`src/rtl/sebc_pkg.sv`:
```
package sebc_pkg;

    typedef enum logic [1:0] {
        PH_IDLE   = 2'd0,
        PH_GATHER = 2'd1,
        PH_ERASE  = 2'd2,
        PH_HALT   = 2'd3
    } phase_e;

    typedef struct packed {
        logic add;
        logic abort;
        logic halt;
        logic go_on;
    } cmd_t;

    // One command per cycle; simultaneous strobes resolved by fixed priority.
    function automatic cmd_t cmd_pick(input logic add, input logic abort,
                                      input logic halt, input logic go_on);
        cmd_t c;
        c = '0;
        if (add)        c.add   = 1'b1;
        else if (abort) c.abort = 1'b1;
        else if (halt)  c.halt  = 1'b1;
        else if (go_on) c.go_on = 1'b1;
        return c;
    endfunction

endpackage

```
`src/rtl/sebc_sel_decode.sv`:
```
module sebc_sel_decode #(
    parameter int NUM_SECTORS = 16,
    parameter int AW          = 4
) (
    input  logic [AW-1:0]          addr,
    output logic [NUM_SECTORS-1:0] onehot,
    output logic                   valid
);
    for (genvar i = 0; i < NUM_SECTORS; i++) begin : g_bit
        assign onehot[i] = (addr == AW'(i));
    end
    assign valid = |onehot;
endmodule

```
`src/rtl/sebc_window.sv`:
```
module sebc_window #(
    parameter int CYCLES = 5000
) (
    input  logic clk,
    input  logic rst,
    input  logic restart,
    input  logic run,
    output logic last
);
    localparam int CW = (CYCLES > 1) ? $clog2(CYCLES) : 1;
    localparam logic [CW-1:0] LAST_V = CW'(CYCLES - 1);

    logic [CW-1:0] cnt_q;

    always_ff @(posedge clk) begin
        if (rst || restart)
            cnt_q <= '0;
        else if (run && cnt_q != LAST_V)
            cnt_q <= cnt_q + 1'b1;
    end

    assign last = run && (cnt_q == LAST_V);

    p_cnt_bound_r4: assert property (@(posedge clk) disable iff (rst)
        cnt_q <= LAST_V);

    p_restart_zero_r4: assert property (@(posedge clk) disable iff (rst)
        restart |=> (cnt_q == '0));
endmodule

```
`src/rtl/sebc_engine.sv`:
```
module sebc_engine #(
    parameter int CYCLES = 2000
) (
    input  logic clk,
    input  logic rst,
    input  logic start,
    input  logic hold,
    output logic done
);
    localparam int CW = (CYCLES > 1) ? $clog2(CYCLES) : 1;
    localparam logic [CW-1:0] LAST_V = CW'(CYCLES - 1);

    logic          active_q;
    logic [CW-1:0] cnt_q;
    logic          done_q;

    always_ff @(posedge clk) begin
        if (rst) begin
            active_q <= 1'b0;
            cnt_q    <= '0;
            done_q   <= 1'b0;
        end else begin
            done_q <= 1'b0;
            if (start) begin
                active_q <= 1'b1;
                cnt_q    <= '0;
            end else if (active_q && !hold) begin
                if (cnt_q == LAST_V) begin
                    active_q <= 1'b0;
                    done_q   <= 1'b1;
                end else begin
                    cnt_q <= cnt_q + 1'b1;
                end
            end
        end
    end

    assign done = done_q;

    p_done_pulse_r9: assert property (@(posedge clk) disable iff (rst)
        done_q |=> !done_q);

    p_start_idle_r8: assert property (@(posedge clk) disable iff (rst)
        start |-> !active_q);

    p_hold_frozen_r8: assert property (@(posedge clk) disable iff (rst)
        (hold && !start) |=> $stable(cnt_q));
endmodule

```
`src/rtl/sector_erase_batcher.sv`:
```
module sector_erase_batcher
    import sebc_pkg::*;
#(
    parameter int NUM_SECTORS   = 16,
    parameter int WINDOW_CYCLES = 5000,
    parameter int ERASE_CYCLES  = 2000,
    localparam int AW = (NUM_SECTORS > 1) ? $clog2(NUM_SECTORS) : 1
) (
    input  logic                   clk,
    input  logic                   rst,
    input  logic                   cmd_add,
    input  logic                   cmd_suspend,
    input  logic                   cmd_resume,
    input  logic                   cmd_other,
    input  logic [AW-1:0]          sec_addr,
    output logic [NUM_SECTORS-1:0] sel_map,
    output logic                   erase_start,
    output logic                   busy,
    output logic                   win_expired,
    output logic                   erase_done
);
    phase_e                 phase_q;
    logic [NUM_SECTORS-1:0] map_q;
    logic                   start_q, done_q, wexp_q, launched_q;

    logic [NUM_SECTORS-1:0] sel_1h;
    logic                   addr_ok;
    cmd_t                   cmd;
    logic                   win_last, win_restart, win_run;
    logic                   eng_done, eng_hold;

    sebc_sel_decode #(.NUM_SECTORS(NUM_SECTORS), .AW(AW)) u_dec (
        .addr(sec_addr), .onehot(sel_1h), .valid(addr_ok)
    );

    assign cmd = cmd_pick(cmd_add && addr_ok, cmd_other, cmd_suspend, cmd_resume);

    assign win_restart = cmd.add && (phase_q == PH_IDLE || phase_q == PH_GATHER);
    assign win_run     = (phase_q == PH_GATHER);

    sebc_window #(.CYCLES(WINDOW_CYCLES)) u_win (
        .clk(clk), .rst(rst), .restart(win_restart), .run(win_run), .last(win_last)
    );

    assign eng_hold = (phase_q == PH_HALT);

    sebc_engine #(.CYCLES(ERASE_CYCLES)) u_eng (
        .clk(clk), .rst(rst), .start(start_q), .hold(eng_hold), .done(eng_done)
    );

    always_ff @(posedge clk) begin
        if (rst) begin
            phase_q    <= PH_IDLE;
            map_q      <= '0;
            start_q    <= 1'b0;
            done_q     <= 1'b0;
            wexp_q     <= 1'b0;
            launched_q <= 1'b0;
        end else begin
            start_q <= 1'b0;
            done_q  <= 1'b0;
            unique case (phase_q)
                PH_IDLE: begin
                    if (cmd.add) begin
                        map_q      <= sel_1h;
                        phase_q    <= PH_GATHER;
                        launched_q <= 1'b0;
                    end
                end
                PH_GATHER: begin
                    if (cmd.add) begin
                        map_q <= map_q | sel_1h;
                    end else if (cmd.abort) begin
                        map_q   <= '0;
                        phase_q <= PH_IDLE;
                    end else if (cmd.halt) begin
                        phase_q <= PH_HALT;
                        wexp_q  <= 1'b1;
                    end else if (win_last) begin
                        phase_q    <= PH_ERASE;
                        start_q    <= 1'b1;
                        launched_q <= 1'b1;
                        wexp_q     <= 1'b1;
                    end
                end
                PH_ERASE: begin
                    if (eng_done) begin
                        phase_q <= PH_IDLE;
                        map_q   <= '0;
                        wexp_q  <= 1'b0;
                        done_q  <= 1'b1;
                    end else if (cmd.halt) begin
                        phase_q <= PH_HALT;
                    end
                end
                PH_HALT: begin
                    if (eng_done) begin
                        phase_q <= PH_IDLE;
                        map_q   <= '0;
                        wexp_q  <= 1'b0;
                        done_q  <= 1'b1;
                    end else if (cmd.go_on) begin
                        phase_q <= PH_ERASE;
                        if (!launched_q) begin
                            start_q    <= 1'b1;
                            launched_q <= 1'b1;
                        end
                    end
                end
                default: phase_q <= PH_IDLE;
            endcase
        end
    end

    assign sel_map     = map_q;
    assign erase_start = start_q;
    assign busy        = (phase_q != PH_IDLE);
    assign win_expired = wexp_q;
    assign erase_done  = done_q;

    p_start_pulse_r4: assert property (@(posedge clk) disable iff (rst)
        start_q |=> !start_q);

    p_start_closed_r4: assert property (@(posedge clk) disable iff (rst)
        start_q |-> (wexp_q && phase_q == PH_ERASE));

    p_abort_clears_r5: assert property (@(posedge clk) disable iff (rst)
        (phase_q == PH_GATHER && cmd.abort) |=> (map_q == '0 && phase_q == PH_IDLE));

    p_erase_frozen_r7: assert property (@(posedge clk) disable iff (rst)
        (phase_q == PH_ERASE && !eng_done) |=> $stable(map_q));

    p_halt_no_done_r8: assert property (@(posedge clk) disable iff (rst)
        (phase_q == PH_HALT && $past(phase_q == PH_HALT)) |-> !eng_done);

    p_done_release_r9: assert property (@(posedge clk) disable iff (rst)
        done_q |-> (map_q == '0 && phase_q == PH_IDLE && !wexp_q));

    p_idle_empty_r11: assert property (@(posedge clk) disable iff (rst)
        (phase_q == PH_IDLE) |-> (map_q == '0 && !wexp_q));
endmodule

```
`config.mk`:
```
export PLATFORM = sky130hd
export DESIGN_NAME = sector_erase_batcher
export DESIGN_NICKNAME = d
export VERILOG_FILES = /design/src/rtl/sebc_pkg.sv /design/src/rtl/sebc_sel_decode.sv /design/src/rtl/sebc_window.sv /design/src/rtl/sebc_engine.sv /design/src/rtl/sector_erase_batcher.sv
export SDC_FILE = /design/constraint.sdc
export NUM_CORES = 1
export LEC_CHECK = 0
export BUFFER_PORTS_ARGS = -buffer_cell sky130_fd_sc_hd__buf_2
export CAP_MARGIN = 20
export CORE_ASPECT_RATIO = 1.75
export CORE_MARGIN = 2
export CORE_UTILIZATION = 39
export CTS_BUF_LIST = sky130_fd_sc_hd__clkbuf_8
export DETAILED_ROUTE_END_ITERATION = 8
export SLEW_MARGIN = 20
export SYNTH_ARGS = -nofsm -noshare
export SYNTH_HDL_FRONTEND = slang
export SYNTH_SLANG_ARGS = --single-unit
```
`constraint.sdc`:
```
create_clock -name clk -period 4.88 [get_ports clk]
set_clock_uncertainty 0.15 [all_clocks]
set_input_delay 1.464 -clock clk [delete_from_list [all_inputs] [get_ports clk]]
set_output_delay 1.464 -clock clk [all_outputs]
set_load 0.01 [all_outputs]
```
# == Word-level counts from Yosys, hierarchy flattened ==
# Index checks and enable logic that the tools add are counted.
# Widths: inputs -> output; s select.
# op_classes
add_sub_neg,2
eq_ne,34
mux,48
bitwise,4
reduce_logical,26
# op_table
cell,n
$mux 16,4
$pmux 16 s3,1
$eq 4x4->1 const B,8
$mux 1,28
$mux 2,10
$eq 4x3->1 const B,4
$or 16x16->16,1
$reduce_or 16->1,1
$ne 2x2->1 const B,7
$add 13x1->13 const B,1
$eq 13x13->1 const B,1
$ne 13x13->1 const B,1
$add 11x1->11 const B,1
$eq 11x11->1 const B,1
$reduce_and 5->1,2
$ne 3x3->1 const B,3
$eq 4x2->1 const B,2
$pmux 2 s4,1
$reduce_and 8->1,1
$reduce_bool 2->1,4
$reduce_or 2->1,3
$logic_and 1x1->1,5
$eq 2x2->1 const B,2
$eq 4x1->1 const B,1
other kinds (16),21
# word_totals
register_bits,48
in_bits,10
elab_cells,124

# == Logic depth before layout (Yosys ltp) ==
# Gate-level depths: netlist of the first run.
# logic_depth
word_depth,8
ltp_mapped,8

# == Cells and area by module ==
# From an unflattened synthesis of the first run, not the netlist that was laid out.
# unflattened
hier_cells,284
area_unflattened_um2,2497.4
# by_module_without_submodules
mod,n_inst,cells_each,area_each_um2
sector_erase_batcher,1,118,994.7
sebc_window,1,76,646.9
sebc_engine,1,68,618.1
sebc_sel_decode,1,22,237.7

# == Worst setup path before layout of the first run ==
# No wires, ideal clock.
# synth_timing
kind,input to register
startpoint,input cmd_add
endpoint,register start_q (netlist: erase_start)
setup_ns,0.066
arrival_time_ns,2.961
required_time_ns,4.664
slack_ns,1.703
path_stages,4
path_buffers,0
cell_sequence,or4b_2 or4b_2 o21ai_0 nor2b_1
# synth_via
elab_chain_len,6
elab_cells_between_ends,9
classes_between,8 x mux; 1 x reduce/logical
# synth_rtl
item,line,rtl
start: declaration,sector_erase_batcher.sv:11,"input logic cmd_add,"
$logic_and 1x1->1 (*),sector_erase_batcher.sv:36,"assign cmd = cmd_pick(cmd_add && addr_ok, cmd_other, cmd_suspend, cmd_resume);"
$mux 3,sebc_pkg.sv:22,if (add) c.add = 1'b1;
$mux 1,sector_erase_batcher.sv:76,end else if (cmd.halt) begin
$mux 1,sector_erase_batcher.sv:73,end else if (cmd.abort) begin
$mux 1,sector_erase_batcher.sv:71,if (cmd.add) begin
$pmux 1 s2 (*),sector_erase_batcher.sv:62,unique case (phase_q)
end signal: assignment,sector_erase_batcher.sv:55,start_q <= 1'b0;
end signal: assignment,sector_erase_batcher.sv:60,start_q <= 1'b0;
end signal: assignment,sector_erase_batcher.sv:81,start_q <= 1'b1;
end: declaration,sector_erase_batcher.sv:24,"logic start_q, done_q, wexp_q, launched_q;"
# Every way passes the cells marked *; elsewhere a longest branch is shown, timed or not.
# A chain may end at the register's enable or synchronous reset.

# == Worst setup path after layout of the first run ==
# Same ends and word-level chain as after synthesis.

==> results of run 1 <==
-- metrics by stage --
step                      hold WS (ns)  worst slack (ns)
after floorplan                  0.313              1.70
after global placement           0.324              1.50
after detailed placement         0.326              1.49
after CTS                        0.328              1.80
after global routing             0.378              1.75
final                            0.327              1.79
-- power by group through the flow --
stage / combinational (mW) / sequential, mW / clock, mW
floorplan: 0.153 / 0.428 / 0
global placement: 0.206 / 0.428 / 0
detailed placement: 0.205 / 0.428 / 0
CTS: 0.206 / 0.419 / 0.282
global route: 0.226 / 0.422 / 0.294
finish: 0.208 / 0.419 / 0.275
-- area by class of cell --
cell class | instances | area, sq um
clock inverters | 1 | 30.0
repair buffers | 29 | 145
flip-flops and latches | 48 | 961
well taps | 76 | 95.1
clock buffers | 5 | 68.8
fillers | 577 | 3000
multi-input cells | 183 | 1210
inverters | 7 | 26.3
-- Yosys cell counts, types with 2 or more instances --
library cell	instances	area share
dfxtp_1	48	0.43
nor2_1	40	0.067
a22oi_1	12	0.040
clkbuf_1	11	0.018
o21ai_0	10	0.022
a21oi_1	9	0.020
nand3_1	8	0.018
xor2_1	8	0.031
inv_1	7	0.012
nand4_1	7	0.020
nor3_1	7	0.016
xnor2_1	7	0.027
ha_1	6	0.033
nand2_1	6	0.010
a32oi_1	5	0.020
nor2b_1	4	0.011
nor4_1	4	0.011
or4b_2	4	0.018
nand2b_1	3	0.0084
or3_1	3	0.0084
or3_2	3	0.010
a31oi_1	2	0.0056
and3_1	2	0.0056
and4_1	2	0.0078
mux2_2	2	0.010
mux2i_1	2	0.0089
nor3b_1	2	0.0067
nor4b_1	2	0.0078
o211ai_1	2	0.0067
or3b_2	2	0.0078
or4b_4	2	0.012
-- worst max-delay path: cells and delay by family --
family          cells  cell delay (ns)
simple gates        3             1.48
compound gates      1             0.09
buf+inv             1             0.14
-- logic make-up (layout without fill, tap and decap cells) --
family | after synthesis | after routing | synth area share
AND/OR/NAND/NOR | 108 | 108 | 0.271
AO/OA/AOI/OAI | 50 | 50 | 0.160
multiplexers | 4 | 4 | 0.0190
adder cells (fa/ha/maj) | 6 | 6 | 0.0335
flip-flops | 48 | 48 | 0.429
XOR/XNOR | 15 | 15 | 0.0586
buffers and inverters | 18 | 42 | 0.0301
-- routing by layer --
layer  routed length [microns]  global-route usage
met1                      2090               0.197
met2                      2880               0.307
met3                       138              0.0261
met4                        89              0.0652
met5                         0                   0
-- path summary, 6_finish.rpt --
kind / startpoint / to / depth (start not counted)
min reg2reg: erase_start / u_eng.active_q / 2
max: cmd_add / erase_start / 5
min: erase_start / u_eng.active_q / 2
max reg2reg: phase_q[1] / sel_map[12] / 6
-- sequential cells by signal, indices dropped and copies added (netlist names) --
name	cells
erase_done	1
erase_start	1
launched_q	1
phase_q	2
sel_map	16
u_eng.active_q	1
u_eng.cnt_q	11
u_eng.done	1
u_win.cnt_q	13
win_expired	1
==> metrics.md, run 1 <==
| Metric | Value |
|---|---|
| Via-to-Cell Ratio | 5.43 |
| Final Instance Area | 2540 sq um |
| Maximum vdd drop | 0.000144 V |
| Final GP Congestion | 0.809 |
| Synth Instances | 249 |
| Worst-Margin Slew | 0.890 ns |
| Vias in the first global route | 1782 |
| RSZ-0062 raised after global routing | false |
| DP HPWL | 3.75 mm |
| Initial drt markers | 71 |
| Post-route DRC | 0 |
| Commonest cells after routing, fill and taps aside | 48 x dfxtp_1, 40 x nor2_1, 29 x buf_2 |
| # nets final | 290 |
| Total Routed Length | 5.19 mm |
| Crit. End Element | register |
| H-tree depth | 2 |
| First-pass GRT wire length | 8.48 mm |
| Tmin final | 3.09 ns |
| CP Launch Type | input pin |
| Cell Count, Final, Fillers Out | 349 |
| Post-CTS Setup Bufs | 0 |
| Register share of total power | 0.465 |
| Total GRT Usage | 0.173 |
| #FFs+latches synth | 48 |
| Max clock buf depth | 2 |
| Critical Path Max Stage Delay | 0.71 ns |
| IO buf count | 29 |
| Fraction of registers with async set/reset | 0 |
| Post-synth EDFFs | 0 |
| Worst EP required | 4.96 ns |
| Placed cells | 343 |
| Final setup vio count | 0 |
| Mapped cell area | 2240 sq um |
| Crit-path slowest cell | or4b_2 |
| CTS tree | yes |
| Crit path cell chain | buf_2 > or4b_2 > or4b_2 > o21ai_0 > nor2b_1 |
| Commonest non-fill, non-tap cell in the layout | dfxtp_1 |
| Crit Path Max Fanout | 9 |
| Power per cell area | 355 nW/um^2 |
| First-pass DRT Iterations | 4 |
| Clock transition at path regs | 0.09 ns |
| Starting Density | 0.405 |
| Critical Path AT | 3.17 ns |
| Post_cts resized | 0 |
| Most frequent CP cell | or4b_2 |
| Die Height | 104 microns |
| Clk sink count | 48 |
| Latest clock arrival within the worst-skew pair | 0.30 ns |
| Final TNS setup | 0 ns |
| Fin crit share | 0.633 |
| Drt wl/cell | 14.9 microns |
| Syn_nets | 265 |
| Synthesized area per cell | 9.00 sq um |
| R2r setup slk | 2.20 ns |
| Sw Ratio | 0.303 |
| Layout cells sized above 1 | 0.201 |
| Slew margin rel. | 0.401 |
| Hold Crit Class | register to register |
| Combinational share of power | 0.230 |
| Overall Power | 0.901 mW |
| Die W | 61.3 microns |
| Placed Instance Area | 2440 sq um |
| Maxcap violations | 0 |
| # rows | 36 |
| # IOs | 30 |
| Sequential share of the synthesized area | 0.429 |
| Initial antenna violation count | 0 |
| Top achievable clock speed | 323 MHz |
| Synth unique cells | 48 |
| Clock Tree Root | clkbuf_8 |
| # hold bufs at CTS | 0 |
| Pleak | 0.918 nW |
| Cts bufs inserted | 5 |
| Setup CP Type | input pin to register |
| Syn-to-layout area delta | 13.3% |
| Ant diodes | 0 |
| Slew Limit Fails | 0 |
| Clock power share | 0.305 |
| Synth warnings | 0 |
| Main flop type after synthesis | dfxtp_1 |
| Antenna-violating nets left | 0 |
| Internal cell power | 0.628 mW |
| Largest net degree at the start of global routing | 30 |
| Die footprint | 6400 sq um |
| Core box area | 5540 sq um |
| Overflow left after global routing | 0 |
| Via Count | 1894 |
| Sw Pwr | 0.273 mW |
| Run status | finished, final reports clean |
| Final Util | 0.458 |
| Fin. Hold Viols | 0 |
Power figures use the tool's default switching activity.
==> run 2: changes to the inputs <==
- clock period: 4.88 -> 3.02 ns (I/O delays scaled with it)
==> metrics.md, run 2 (synthesized netlist as in run 1, its figures left out) <==
| Metric | Value |
|---|---|
| Worst r2r path cells | 6 (unchanged) |
| Commonest cells after routing, fill and taps aside | 48 x dfxtp_1, 40 x nor2_1, 29 x buf_2 (unchanged) |
| # rows | 36 (unchanged) |
| Slew Limit Fails | 0 (unchanged) |
| Overflow left after global routing | 0 (unchanged) |
| Clock transition at path regs | 0.08 ns (was 0.09 ns) |
| CTS tree | yes (unchanged) |
| Syn-to-layout area delta | 15.1% (was 13.3%) |
| Reg2reg end | u_win.cnt_q[3] (was sel_map[12]) |
| Placed Instance Area | 2490 sq um (was 2440 sq um) |
| Crit. End Element | register (unchanged) |
| Worst hold margin | 0.334 ns (was 0.327 ns) |
| Final WS setup | 0.470 ns (was 1.79 ns) |
| Pleak | 0.947 nW (was 0.918 nW) |
| First-pass GRT wire length | 8.60 mm (was 8.48 mm) |
| Worst EP required | 3.10 ns (was 4.96 ns) |
| Antenna-violating nets left | 0 (unchanged) |
| Placed cells | 349 (was 343) |
| Final Instance Area | 2580 sq um (was 2540 sq um) |
| Cells on Worst Hold Path | 2 (unchanged) |
| Layout fillers | 565 (was 577) |
| Cts bufs inserted | 5 (unchanged) |
| Layout cells sized above 1 | 0.221 (was 0.201) |
| Post-CTS Setup Bufs | 0 (unchanged) |
| H-tree depth | 2 (unchanged) |
| DP HPWL | 3.70 mm (was 3.75 mm) |
| Via Count | 1955 (was 1894) |
| CP Launch Type | input pin (unchanged) |
| Area occupied by registers | 961 sq um (unchanged) |
| Slew margin rel. | 0.559 (was 0.401) |
| Power per cell area | 557 nW/um^2 (was 355 nW/um^2) |
| Fin. Hold Viols | 0 (unchanged) |
| Final GP Congestion | 0.775 (was 0.809) |
| Vias in the first global route | 1879 (was 1782) |
| Final setup vio count | 0 (unchanged) |
| Critical Path Max Stage Delay | 0.70 ns (was 0.71 ns) |
| Post_cts resized | 0 (unchanged) |
| Max clock buf depth | 2 (unchanged) |
| Hold Crit Class | register to register (unchanged) |
| # hold bufs at CTS | 0 (unchanged) |
| Total GRT Usage | 0.172 (was 0.173) |
| Worst-Margin Slew | 0.661 ns (was 0.890 ns) |
| Crit Path Max Fanout | 9 (unchanged) |
| Setup CP Type | input pin to register (unchanged) |
| Fin crit share | 0.845 |
| Top achievable clock speed | 392 MHz |
| IO buf count | 29 (unchanged) |
| Clock Tree Root | clkbuf_8 (unchanged) |
| Die W | 61.3 microns (unchanged) |
| Crit-path slowest cell | or4b_2 (unchanged) |
| First-pass DRT Iterations | 4 (unchanged) |
| Latest clock arrival within the worst-skew pair | 0.30 ns (about the same) |
| Drt wl/cell | 14.4 microns (was 14.9 microns) |
| Most frequent CP cell | or4b_2 (unchanged) |
| Starting Density | 0.405 (unchanged) |
| Largest net degree at the start of global routing | 30 (unchanged) |
| Max reg flops | 16 (unchanged) |
| Final Util | 0.466 (was 0.458) |
| Hold EP | u_eng.active_q (unchanged) |
| Maxcap violations | 0 (unchanged) |
| Via-to-Cell Ratio | 5.48 (was 5.43) |
| Clk sink count | 48 (unchanged) |
| RSZ-0062 raised after global routing | false (unchanged) |
| Hold wc startpoint | erase_start (unchanged) |
| Die footprint | 6400 sq um (unchanged) |
| R2r setup slk | 0.78 ns (was 2.20 ns) |
| Initial drt markers | 58 (was 71) |
| Dpl ws | 0.173 ns (was 1.49 ns) |
| Worst R2R Start | phase_q[1] (unchanged) |
| Cell Count, Final, Fillers Out | 357 (was 349) |
| Crit path cell chain | buf_2 > or4b_2 > or4b_2 > o21ai_0 > nor2b_1 (unchanged) |
| Run status | finished, final reports clean (unchanged) |
| Final TNS setup | 0 ns (unchanged) |
| Initial antenna violation count | 0 (unchanged) |
| Maximum vdd drop | 0.000274 V (was 0.000144 V) |
| Total Routed Length | 5.12 mm (was 5.19 mm) |
| # nets final | 296 (was 290) |
| Tmin final | 2.55 ns |
| Multi-input logic area | 1210 sq um (unchanged) |
| Core box area | 5540 sq um (unchanged) |
| Overall Power | 1.44 mW (was 0.901 mW) |
| Ant diodes | 0 (unchanged) |
| # IOs | 30 (unchanged) |
| Post-route DRC | 0 (unchanged) |
| Commonest non-fill, non-tap cell in the layout | dfxtp_1 (unchanged) |
| Die Height | 104 microns (unchanged) |
| Critical Path AT | 2.63 ns (was 3.17 ns) |
[run 2: changes by cell type in the layout (fill, tap and decap cells not counted), sizes merged]
cell,delta
bufinv,-1
clkbuf,+1
inv,+1
clkinvlp,+1
buf,+6
[run 2: layout make-up]
cell class,count,area share
Inverter,7,0.0102
Multi-Input combinational cell,183,0.470
Tap cell,76,0.0369
Clock buffer,6,0.0320
Sequential cell,48,0.372
Clock inverter,2,0.00436
Timing Repair Buffer,35,0.0737
[run 2: critical path, delay by kind of cell]
family / cells / cell delay (ns)
and+or+nand+nor: 3 / 1.49
buffers and inverters: 1 / 0.14
AOI/OAI and AO/OA: 1 / 0.09
[run 2: metal layers]
metal  vias to the layer above  GRT usage  wire length (microns)
met1                       946      0.210                   2180
met3                         8     0.0224                    110
li1                        973          -                      -
met5                         -          0                      0
met4                         0     0.0652                    110
met2                        28      0.292                   2720
[run 2: how the worst max path moves through the flow]
stage / start / end / slack (ns) / depth (start not counted)
2_1_floorplan: cmd_add / erase_start / 0.40 / 4
3_3_place_gp: cmd_add / erase_start / 0.21 / 5
3_5_place_dp: cmd_add / erase_start / 0.17 / 5
4_1_cts: cmd_add / erase_start / 0.47 / 5
5_1_grt: cmd_add / erase_start / 0.43 / 5
6_report: cmd_add / erase_start / 0.47 / 5
[run 2: where the power goes]
part           switching, mW  total (mW)  leakage, nW  internal [mW]
combinational          0.229       0.367        0.511          0.138
sequential            0.0177       0.676        0.387          0.659
clock                  0.211       0.394       0.0486          0.183
